`src/rtl/dbgcmd_pkg.sv`:
```
package dbgcmd_pkg;
    localparam int OP_W    = 4;
    localparam int ID_W    = 2;
    localparam int CPU_N   = 2;
    localparam logic [OP_W-1:0] OP_REG_WR  = 4'h9;
    localparam logic [OP_W-1:0] OP_REG_SEL = 4'hD;
    localparam logic [ID_W-1:0] UNIT_BUS   = 2'd0;

    function automatic logic is_burst(input logic [OP_W-1:0] op);
        return (op[3] == 1'b0) && (op[1:0] != 2'b00);
    endfunction
endpackage

```
`src/rtl/dbgcmd_shifter.sv`:
```
module dbgcmd_shifter #(
    parameter int W = 53
) (
    input  logic         clk_i,
    input  logic         rst_i,
    input  logic         en_i,
    input  logic         capture_i,
    input  logic         shift_i,
    input  logic         tdi_i,
    output logic [W-1:0] sr_o
);
    logic [W-1:0] sr_d, sr_q;

    always_comb begin
        sr_d = sr_q;
        if (en_i && capture_i)
            sr_d = '0;
        else if (en_i && shift_i)
            sr_d = {tdi_i, sr_q[W-1:1]};
    end

    always_ff @(posedge clk_i or posedge rst_i) begin
        if (rst_i) sr_q <= '0;
        else       sr_q <= sr_d;
    end

    assign sr_o = sr_q;

    // newest bit always enters at the flag end
    assert_lsb_first_R1: assert property (@(posedge clk_i) disable iff (rst_i)
        (en_i && shift_i && !capture_i) |=> (sr_q[W-1] == $past(tdi_i)));
endmodule

```
`src/rtl/dbgcmd_bus_regs.sv`:
```
module dbgcmd_bus_regs #(
    parameter int AW = 32
) (
    input  logic        clk_i,
    input  logic        rst_i,
    input  logic        sel_we_i,
    input  logic        wr_we_i,
    input  logic        idx_i,
    input  logic        wr_bit_i,
    input  logic        err_report_i,
    input  logic [AW-1:0] err_addr_i,
    output logic [AW:0] rd_o
);
    typedef struct packed {
        logic        idx;
        logic [AW:0] err;
    } bus_st_t;

    bus_st_t d, q;
    logic    clr;

    always_comb begin
        d   = q;
        clr = wr_we_i && !idx_i && wr_bit_i;
        if (sel_we_i || wr_we_i) d.idx = idx_i;
        if (clr)
            d.err = '0;
        else if (err_report_i && !q.err[0])
            d.err = {err_addr_i, 1'b1};
    end

    always_ff @(posedge clk_i or posedge rst_i) begin
        if (rst_i) q <= '0;
        else       q <= d;
    end

    assign rd_o = q.idx ? '0 : q.err;

    // a recorded error is frozen until an explicit clear
    assert_first_err_kept_R7: assert property (@(posedge clk_i) disable iff (rst_i)
        (q.err[0] && !(wr_we_i && !idx_i && wr_bit_i)) |=> $stable(q.err));
endmodule

```
`src/rtl/dbgcmd_cpu_regs.sv`:
```
module dbgcmd_cpu_regs (
    input  logic       clk_i,
    input  logic       rst_i,
    input  logic       sel_we_i,
    input  logic       wr_we_i,
    input  logic       idx_i,
    input  logic [1:0] wr_bits_i,
    output logic       stall_o,
    output logic       reset_o,
    output logic [1:0] rd_o
);
    typedef struct packed {
        logic idx;
        logic rst;
        logic stall;
    } cpu_st_t;

    cpu_st_t d, q;

    always_comb begin
        d = q;
        if (sel_we_i || wr_we_i) d.idx = idx_i;
        if (wr_we_i && !idx_i) begin
            d.stall = wr_bits_i[0];
            d.rst   = wr_bits_i[1];
        end
    end

    always_ff @(posedge clk_i or posedge rst_i) begin
        if (rst_i) q <= '0;
        else       q <= d;
    end

    assign stall_o = q.stall;
    assign reset_o = q.rst;
    assign rd_o    = q.idx ? 2'b00 : {q.rst, q.stall};

    // control bits move only on a write aimed at this sub-unit
    assert_hold_unless_written_R12: assert property (@(posedge clk_i) disable iff (rst_i)
        !wr_we_i |=> $stable({q.rst, q.stall}));
endmodule

```
`src/rtl/dbgcmd_top.sv`:
```
module dbgcmd_top
    import dbgcmd_pkg::*;
#(
    parameter int ADDR_W = 32,
    parameter int LEN_W  = 16
) (
    input  logic              tck_i,
    input  logic              tlr_i,
    input  logic              dbg_sel_i,
    input  logic              capture_dr_i,
    input  logic              shift_dr_i,
    input  logic              update_dr_i,
    input  logic              tdi_i,
    output logic              tdo_o,
    input  logic              burst_busy_i,
    input  logic              err_report_i,
    input  logic [ADDR_W-1:0] err_addr_i,
    output logic [ID_W-1:0]   unit_o,
    output logic [CPU_N-1:0]  cpu_stall_o,
    output logic [CPU_N-1:0]  cpu_reset_o,
    output logic              burst_go_o,
    output logic [OP_W-1:0]   burst_op_o,
    output logic [ADDR_W-1:0] burst_addr_o,
    output logic [LEN_W-1:0]  burst_len_o,
    output logic [ID_W-1:0]   burst_unit_o
);
    localparam int SR_W   = 1 + OP_W + ADDR_W + LEN_W;
    localparam int RD_W   = ADDR_W + 1;
    localparam int IDX_AT = SR_W - 2 - OP_W;

    typedef struct packed {
        logic [ID_W-1:0]   unit;
        logic [RD_W-1:0]   out;
        logic              go;
        logic [OP_W-1:0]   op;
        logic [ADDR_W-1:0] addr;
        logic [LEN_W-1:0]  len;
        logic [ID_W-1:0]   bunit;
    } top_st_t;

    top_st_t d, q;

    logic [SR_W-1:0]  sr;
    logic [RD_W-1:0]  bus_rd;
    logic [1:0]       cpu_rd [CPU_N];
    logic             upd, cmd, flag, idx;
    logic [ID_W-1:0]  id;
    logic [OP_W-1:0]  op;
    logic             do_sel, do_wr;
    logic [RD_W-1:0]  rd_mux;

    dbgcmd_shifter #(.W(SR_W)) u_shift (
        .clk_i(tck_i), .rst_i(tlr_i), .en_i(dbg_sel_i),
        .capture_i(capture_dr_i), .shift_i(shift_dr_i),
        .tdi_i(tdi_i), .sr_o(sr)
    );

    always_comb begin
        upd    = update_dr_i && dbg_sel_i && !burst_busy_i;
        flag   = sr[SR_W-1];
        id     = sr[SR_W-2 -: ID_W];
        op     = sr[SR_W-2 -: OP_W];
        idx    = sr[IDX_AT];
        cmd    = upd && !flag;
        do_sel = cmd && (op == OP_REG_SEL);
        do_wr  = cmd && (op == OP_REG_WR);
    end

    dbgcmd_bus_regs #(.AW(ADDR_W)) u_bus (
        .clk_i(tck_i), .rst_i(tlr_i),
        .sel_we_i(do_sel && (q.unit == UNIT_BUS)),
        .wr_we_i(do_wr && (q.unit == UNIT_BUS)),
        .idx_i(idx), .wr_bit_i(sr[IDX_AT-1]),
        .err_report_i(err_report_i), .err_addr_i(err_addr_i),
        .rd_o(bus_rd)
    );

    for (genvar k = 0; k < CPU_N; k++) begin : g_cpu
        dbgcmd_cpu_regs u_cpu (
            .clk_i(tck_i), .rst_i(tlr_i),
            .sel_we_i(do_sel && (q.unit == ID_W'(k + 1))),
            .wr_we_i(do_wr && (q.unit == ID_W'(k + 1))),
            .idx_i(idx), .wr_bits_i(sr[IDX_AT-1 -: 2]),
            .stall_o(cpu_stall_o[k]), .reset_o(cpu_reset_o[k]),
            .rd_o(cpu_rd[k])
        );
    end

    always_comb begin
        rd_mux = bus_rd;
        for (int k = 0; k < CPU_N; k++)
            if (q.unit == ID_W'(k + 1)) rd_mux = RD_W'(cpu_rd[k]);
    end

    always_comb begin
        d    = q;
        d.go = 1'b0;
        if (upd && flag && (int'(id) <= CPU_N))
            d.unit = id;
        if (cmd && is_burst(op)) begin
            d.go    = 1'b1;
            d.op    = op;
            d.addr  = sr[IDX_AT -: ADDR_W];
            d.len   = sr[LEN_W-1:0];
            d.bunit = q.unit;
        end
        if (dbg_sel_i && capture_dr_i)
            d.out = rd_mux;
        else if (dbg_sel_i && shift_dr_i)
            d.out = {1'b0, q.out[RD_W-1:1]};
    end

    always_ff @(posedge tck_i or posedge tlr_i) begin
        if (tlr_i) q <= '0;
        else       q <= d;
    end

    assign tdo_o        = q.out[0];
    assign unit_o       = q.unit;
    assign burst_go_o   = q.go;
    assign burst_op_o   = q.op;
    assign burst_addr_o = q.addr;
    assign burst_len_o  = q.len;
    assign burst_unit_o = q.bunit;

    assert_bad_id_keeps_unit_R3: assert property (@(posedge tck_i) disable iff (tlr_i)
        (update_dr_i && dbg_sel_i && flag && (int'(id) > CPU_N)) |=> $stable(unit_o));

    assert_go_after_update_R8: assert property (@(posedge tck_i) disable iff (tlr_i)
        burst_go_o |-> $past(update_dr_i && dbg_sel_i));

    assert_busy_freezes_R9: assert property (@(posedge tck_i) disable iff (tlr_i)
        burst_busy_i |=> ($stable(unit_o) && !burst_go_o));

    assert_idle_when_unselected_R11: assert property (@(posedge tck_i) disable iff (tlr_i)
        !dbg_sel_i |=> ($stable(unit_o) && !burst_go_o));
endmodule

```
`config.mk`:
```
export PLATFORM = sky130hd
export DESIGN_NAME = dbgcmd_top
export DESIGN_NICKNAME = d
export VERILOG_FILES = /design/src/rtl/dbgcmd_pkg.sv /design/src/rtl/dbgcmd_shifter.sv /design/src/rtl/dbgcmd_bus_regs.sv /design/src/rtl/dbgcmd_cpu_regs.sv /design/src/rtl/dbgcmd_top.sv
export SDC_FILE = /design/constraint.sdc
export NUM_CORES = 1
export LEC_CHECK = 0
export ABC_AREA = 1
export BUFFER_PORTS_ARGS = -buffer_cell sky130_fd_sc_hd__buf_4
export CAP_MARGIN = 5
export CORE_ASPECT_RATIO = 1.1
export CORE_MARGIN = 4
export CORE_UTILIZATION = 30
export CTS_BUF_LIST = sky130_fd_sc_hd__clkbuf_8
export CTS_CLUSTER_DIAMETER = 60
export DETAILED_ROUTE_END_ITERATION = 10
export GPL_ROUTABILITY_DRIVEN = 0
export SLEW_MARGIN = 20
export SYNTH_ARGS = -nofsm -noshare
export SYNTH_HDL_FRONTEND = slang
export SYNTH_HIERARCHICAL = 1
export SYNTH_SLANG_ARGS = --single-unit
export TNS_END_PERCENT = 10
```
`constraint.sdc`:
```
create_clock -name tck_i -period 6 [get_ports tck_i]
set_input_delay 0.6 -clock tck_i [delete_from_list [all_inputs] [get_ports tck_i]]
set_output_delay 0.6 -clock tck_i [all_outputs]
set_load 0.005 [all_outputs]
```
* After elaboration in Yosys (flattened, before gate mapping)
Index checks and enable logic that the tools add are counted.
Operators by class: muxes and demuxes 12, $lt $le $gt $ge 1, eq/ne operators 4, divide/modulo/power cells 0, reduce and logical (&&, ||, !) cells 33, bitwise gates (word level) 1, multiply operators 0, shifts and indexed selects 0, $add $sub $neg 0
Operators by type and width (number):
- $mux W33 | 7
- $mux W53 | 2
- $mux W55 | 1
- $logic_and A1 B1 Y1 | 22
- $eq A4 B4 Y1 const B | 2
- $reduce_bool A2 Y1 | 3
- $logic_not A1 Y1 | 4
- $mux W2 | 2
- $logic_or A1 B1 Y1 | 3
- $eq A2 B1 Y1 const B | 1
- $eq A2 B2 Y1 const B | 1
- $le A2 B2 Y1 const B | 1
- $logic_not A2 Y1 | 1
- $not A1 Y1 | 1
Storage, ports and cells: memories 0, output and inout port bits 62, RAM bits 0, input bits 41, latch bits 0, register bits 183, word-level logic and storage cells 67, ROM bits 0

* Depth between registers and ports, before layout
word-level depth 8, depth in mapped cells 9, gate-level depth less buffers 7

* Hierarchy
Netlist, hierarchy kept.
By module, submodules not included:
- dbgcmd_top | times used 1, area each 4304.1 µm², cells an instance 516, seq. area each 2252.2 µm²
- dbgcmd_shifter | times used 1, area each 2319.7 µm², cells an instance 243, seq. area each 1326.3 µm²
- dbgcmd_bus_regs | times used 1, area each 1722.9 µm², cells an instance 249, seq. area each 850.8 µm²
- dbgcmd_cpu_regs | times used 2, area each 142.6 µm², cells an instance 20, seq. area each 75.1 µm²

* Worst setup path after synthesis
No wires, ideal clock.
path kind input to register, start input update_dr_i, end register u_bus/q[0] (netlist name), cell stages on the path 8, data required time 5.881 ns, slack 4.130 ns, path buffers 2, library setup time 0.119 ns, arrival 1.751 ns, cells stage by stage nand2_1 > nor3_4 > buf_2 > nand3_1 > nor2_1 > nand3_2 > buf_2 > o21a_1
Between the ends: word-level cells in the longest chain between the ends 8, elaborated cells between the ends (all ways) 9, those cells by class mux (1); reduce/logical (8)
RTL lines:
- start: declaration | line dbgcmd_top.sv:12 | input logic update_dr_i,
- $logic_and A1 B1 Y1 * (2 in series) | line dbgcmd_top.sv:59 | upd = update_dr_i && dbg_sel_i && !burst_busy_i;
- $logic_and A1 B1 Y1 * | line dbgcmd_top.sv:64 | cmd = upd && !flag;
- $logic_and A1 B1 Y1 * | line dbgcmd_top.sv:66 | do_wr = cmd && (op == OP_REG_WR);
- $logic_and A1 B1 Y1 * | line dbgcmd_top.sv:72 | .wr_we_i(do_wr && (q.unit == UNIT_BUS)),
- $logic_and A1 B1 Y1 * (2 in series) | line dbgcmd_bus_regs.sv:24 | clr = wr_we_i && !idx_i && wr_bit_i;
- $mux W33 / $reduce_bool A2 Y1 (equally long branches)
- end signal: assignment | line dbgcmd_bus_regs.sv:33 | if (rst_i) q <= '0;
- end signal: assignment | line dbgcmd_bus_regs.sv:34 | else q <= d;
- end: declaration | line dbgcmd_bus_regs.sv:19 | bus_st_t d, q;
Mark *: on every way between the ends. The rest lies on a longest branch, timed or not. A chain may end at the register's enable or synchronous reset.

* Final worst setup path
start input dbg_sel_i, end register q[57] (netlist name)
Between the ends: word-level cells in the longest chain between the ends 2, elaborated cells between the ends (all ways) 4, those cells by class mux (1); reduce/logical (3)
RTL lines:
- start: declaration | line dbgcmd_top.sv:9 | input logic dbg_sel_i,
- $logic_and A1 B1 Y1 (on tied branches) | line dbgcmd_top.sv:107, dbgcmd_top.sv:109
- $mux W33 / $reduce_bool A2 Y1 (equally long branches)
- end signal: assignment | line dbgcmd_top.sv:114 | if (tlr_i) q <= '0;
- end signal: assignment | line dbgcmd_top.sv:115 | else q <= d;
- end: declaration | line dbgcmd_top.sv:41 | top_st_t d, q;
Parallel ways exist; a longest one is shown, timed or not.

==> flow_metrics.env <==
export IMPL_crit_reg2reg_launch="unit_o[1]$_DFFE_PP0P_"
export IMPL_hold_buffers=0
export IMPL_synth_edf_count=0
export IMPL_die_w_um=170
export IMPL_tns_ns=0
export IMPL_syn_inst=1048
export IMPL_cts_sinks=183
export IMPL_cts_tree="done"
export IMPL_cp_start_kind="input pin"
export IMPL_clock_path_buffers=2
export IMPL_stdcell_area_um2=9540
export IMPL_core_area_um2=28100
export IMPL_syn_cell_area_um2=8630
export IMPL_avgSynthCellArea_um2=8.24
export IMPL_drv_cap=0
export IMPL_clock_tree_htree_level_count=4
export IMPL_min_path_type="input pin to asynchronous set/reset pin"
export IMPL_num_rows=64
export IMPL_hold_violations=0
export IMPL_io_pins=103
export IMPL_crit_fanout=58
export IMPL_ctsRootBufferMaster="clkbuf_8"
export IMPL_fin_crit_ns=2.91
export IMPL_synth_top_area_share_pct=53.1
export IMPL_grt_pass1_vias=6316
export IMPL_crit_type="input pin to flip-flop"
export IMPL_start_util_pct=30.7
export IMPL_worst_endpoint_required_ns=6.35
export IMPL_postPlaceCellArea_um2=9090
export IMPL_drive_gt1_share_pct=14.1
export IMPL_rsz0062_at_grt="no"
export IMPL_synthSimpleGateAreaFrac_pct=32.0
export IMPL_crit_start="dbg_sel_i"
export IMPL_power_leakage_nw=5.15
export IMPL_max_vdd_ir_drop_uv=120
export IMPL_ys_flop_type="dfrtp_1"
export IMPL_ff_latch_area_um2=4580
export IMPL_ys_warnings_count=6
export IMPL_synthMuxAreaShare_pct=0
export IMPL_grt_max_degree=65
export IMPL_cellPowerDensity_nw_per_um2=251
export IMPL_wl_um=20500
export IMPL_fin_ws_ns=3.09
export IMPL_endpoint_kind="flip-flop"
export IMPL_cts_setup_buffers=0
export IMPL_final_cell_mix="276 x nand2_1, 183 x dfrtp_1, 140 x nor2_1, 128 x nand3_1, 106 x buf_4"
export IMPL_min_period_over_period_pct=48.6
export IMPL_first_iter_violations=744
export IMPL_grt_overflow_total=0
export IMPL_grt_pass1_wl_um=32900
export IMPL_synthXorXnorAreaFrac_pct=0
export IMPL_syn_num_nets=1089
export IMPL_status="completed"
export IMPL_async_reset_ff_share_pct=100
export IMPL_cts_inserted_buffers=17
export IMPL_place_ws_ns=2.64
export IMPL_synth_area_top_cells="dfrtp_1 53%, nand2_1 12%, nand3_1 7.4%"
export IMPL_synth_top_family_by_area="simple AND/OR/NAND/NOR gates"
export IMPL_grt_antenna_before_repair=0
export IMPL_num_antenna_cells=0
export IMPL_drcViolationCount=0
export IMPL_grt_usage_pct=12.8
export IMPL_final_common_cell="nand2_1"
export IMPL_synth_seq_cells=183
export IMPL_cts_resized=0
export IMPL_max_slew_margin_rel_pct=33.3
export IMPL_fmax_mhz=343
export IMPL_clkTransAtPathRegs_ns=0.10
export IMPL_synth_seq_area_share_pct=53.1
export IMPL_die_h_um=186
export IMPL_timing_final_max_slew_violations=0
export IMPL_portBuffers=102
export IMPL_multi_input_area_um2=3050
export IMPL_synth_distinct_cells=19
export IMPL_dieArea_um2=31600
export IMPL_cp_arrival_ns=3.26
export IMPL_dp_hpwl_um=13000
export IMPL_routed_via_count=6787
export IMPL_synthAdderAreaFrac_pct=0
export IMPL_tightestPinTransition_ns=1.00
export IMPL_rr_worst_depth=6
export IMPL_yosys_area_top_type="dfrtp_1"
export IMPL_ant_nets=0
export IMPL_wire_per_inst_um=14.4
export IMPL_nFillCells=2937
export IMPL_finClkSkew_ns=0.0171
export IMPL_syn2layout_area_growth_pct=10.5
export IMPL_via_per_inst=4.76
export IMPL_clk_latency_ns=0.47
export IMPL_first_pass_iters=5
export IMPL_synth_compound_area_share_pct=3.16
export IMPL_setup_viol=0
export IMPL_fin_nets=1090
cells by family (layout without fill, tap and decap cells):
| logic type | count (synthesis) | count (layout) |
|---|---|---|
| buffers and inverters | 182 | 196 |
| AO/OA/AOI/OAI | 54 | 54 |
| AND/OR/NAND/NOR | 629 | 629 |
| flip-flops | 183 | 183 |
metrics by stage:
stage                     utilization [%]  hold WS [ns]  instances  total power, mW
after floorplan                         -         0.354       1048             1.48
after CTS                            33.8        0.0169       1424             2.43
final                                33.9        0.0420       1425             2.40
after global placement               32.3         0.455       1392             1.54
after global routing                 33.9        0.0124       1425             2.51
after detailed placement             32.3         0.460       1392             1.54
final timing paths:
kind	to	slack [ns]
hold reg to reg	burst_op_o[1]$_DFFE_PP0P_	0.48
max in group asynchronous	burst_addr_o[26]$_DFFE_PP0P_	4.73
hold / removal	g_cpu[1].u_cpu/reset_o$_DFFE_PP0P_	0.04
min in group tck_i	u_bus/q[24]$_DFFE_PP0P_	0.36
setup reg to reg	q[56]$_DFFE_PP0P_	3.83
setup / recovery	q[57]$_DFFE_PP0P_	3.09
synth_stat cells, types with 2 or more instances:
library cell	number
nand2_1	277
dfrtp_1	183
nor2_1	141
nand3_1	128
nand4_1	75
buf_4	71
inv_1	52
buf_2	31
o21ai_0	31
a21oi_1	22
clkbuf_1	19
buf_6	4
clkinv_1	3
nand2_4	3
nand3b_1	3
inv_2	2
per-layer routing:
layer | global-route usage (%) | part of all wire, %
met5 | 0 | 0
met4 | 3.57 | 1.3
met3 | 3.21 | 4.8
met2 | 19.7 | 46
met1 | 18.0 | 48
worst max-delay path: stages:
cell and delay, ns:
buf_4 0.51, nand2_1 0.63, nand2_1 0.79, clkinv_1 0.46
nand2_1 0.15, nand3_1 0.09
cell type report:
type | count | share of cell area, %
multi-input cells | 683 | 32.0
well taps | 363 | 4.76
clock buffers | 19 | 2.74
inverters | 57 | 2.27
flip-flops and latches | 183 | 48.0
clock inverters | 13 | 1.65
repair buffers | 107 | 8.63
where the power goes:
group / leakage [nW] / switching, mW / internal (mW) / total, mW
Clock: 0.205 / 0.476 / 0.406 / 0.882
Combinational: 2.60 / 0.140 / 0.0658 / 0.205
Sequential: 2.34 / 0.0250 / 1.29 / 1.31
Total: 5.15 / 0.640 / 1.76 / 2.40
sequential cells by signal (all words and copies together), names as in the netlist:
register / count
u_shift/sr_o: 53
u_bus/q: 34
burst_addr_o: 32
q: 32
burst_len_o: 16
burst_op_o: 4
burst_unit_o: 2
g_cpu.u_cpu/q: 2
g_cpu.u_cpu/reset_o: 2
g_cpu.u_cpu/stall_o: 2
unit_o: 2
burst_go_o: 1
tdo_o: 1
Power figures use the tool's default switching activity.
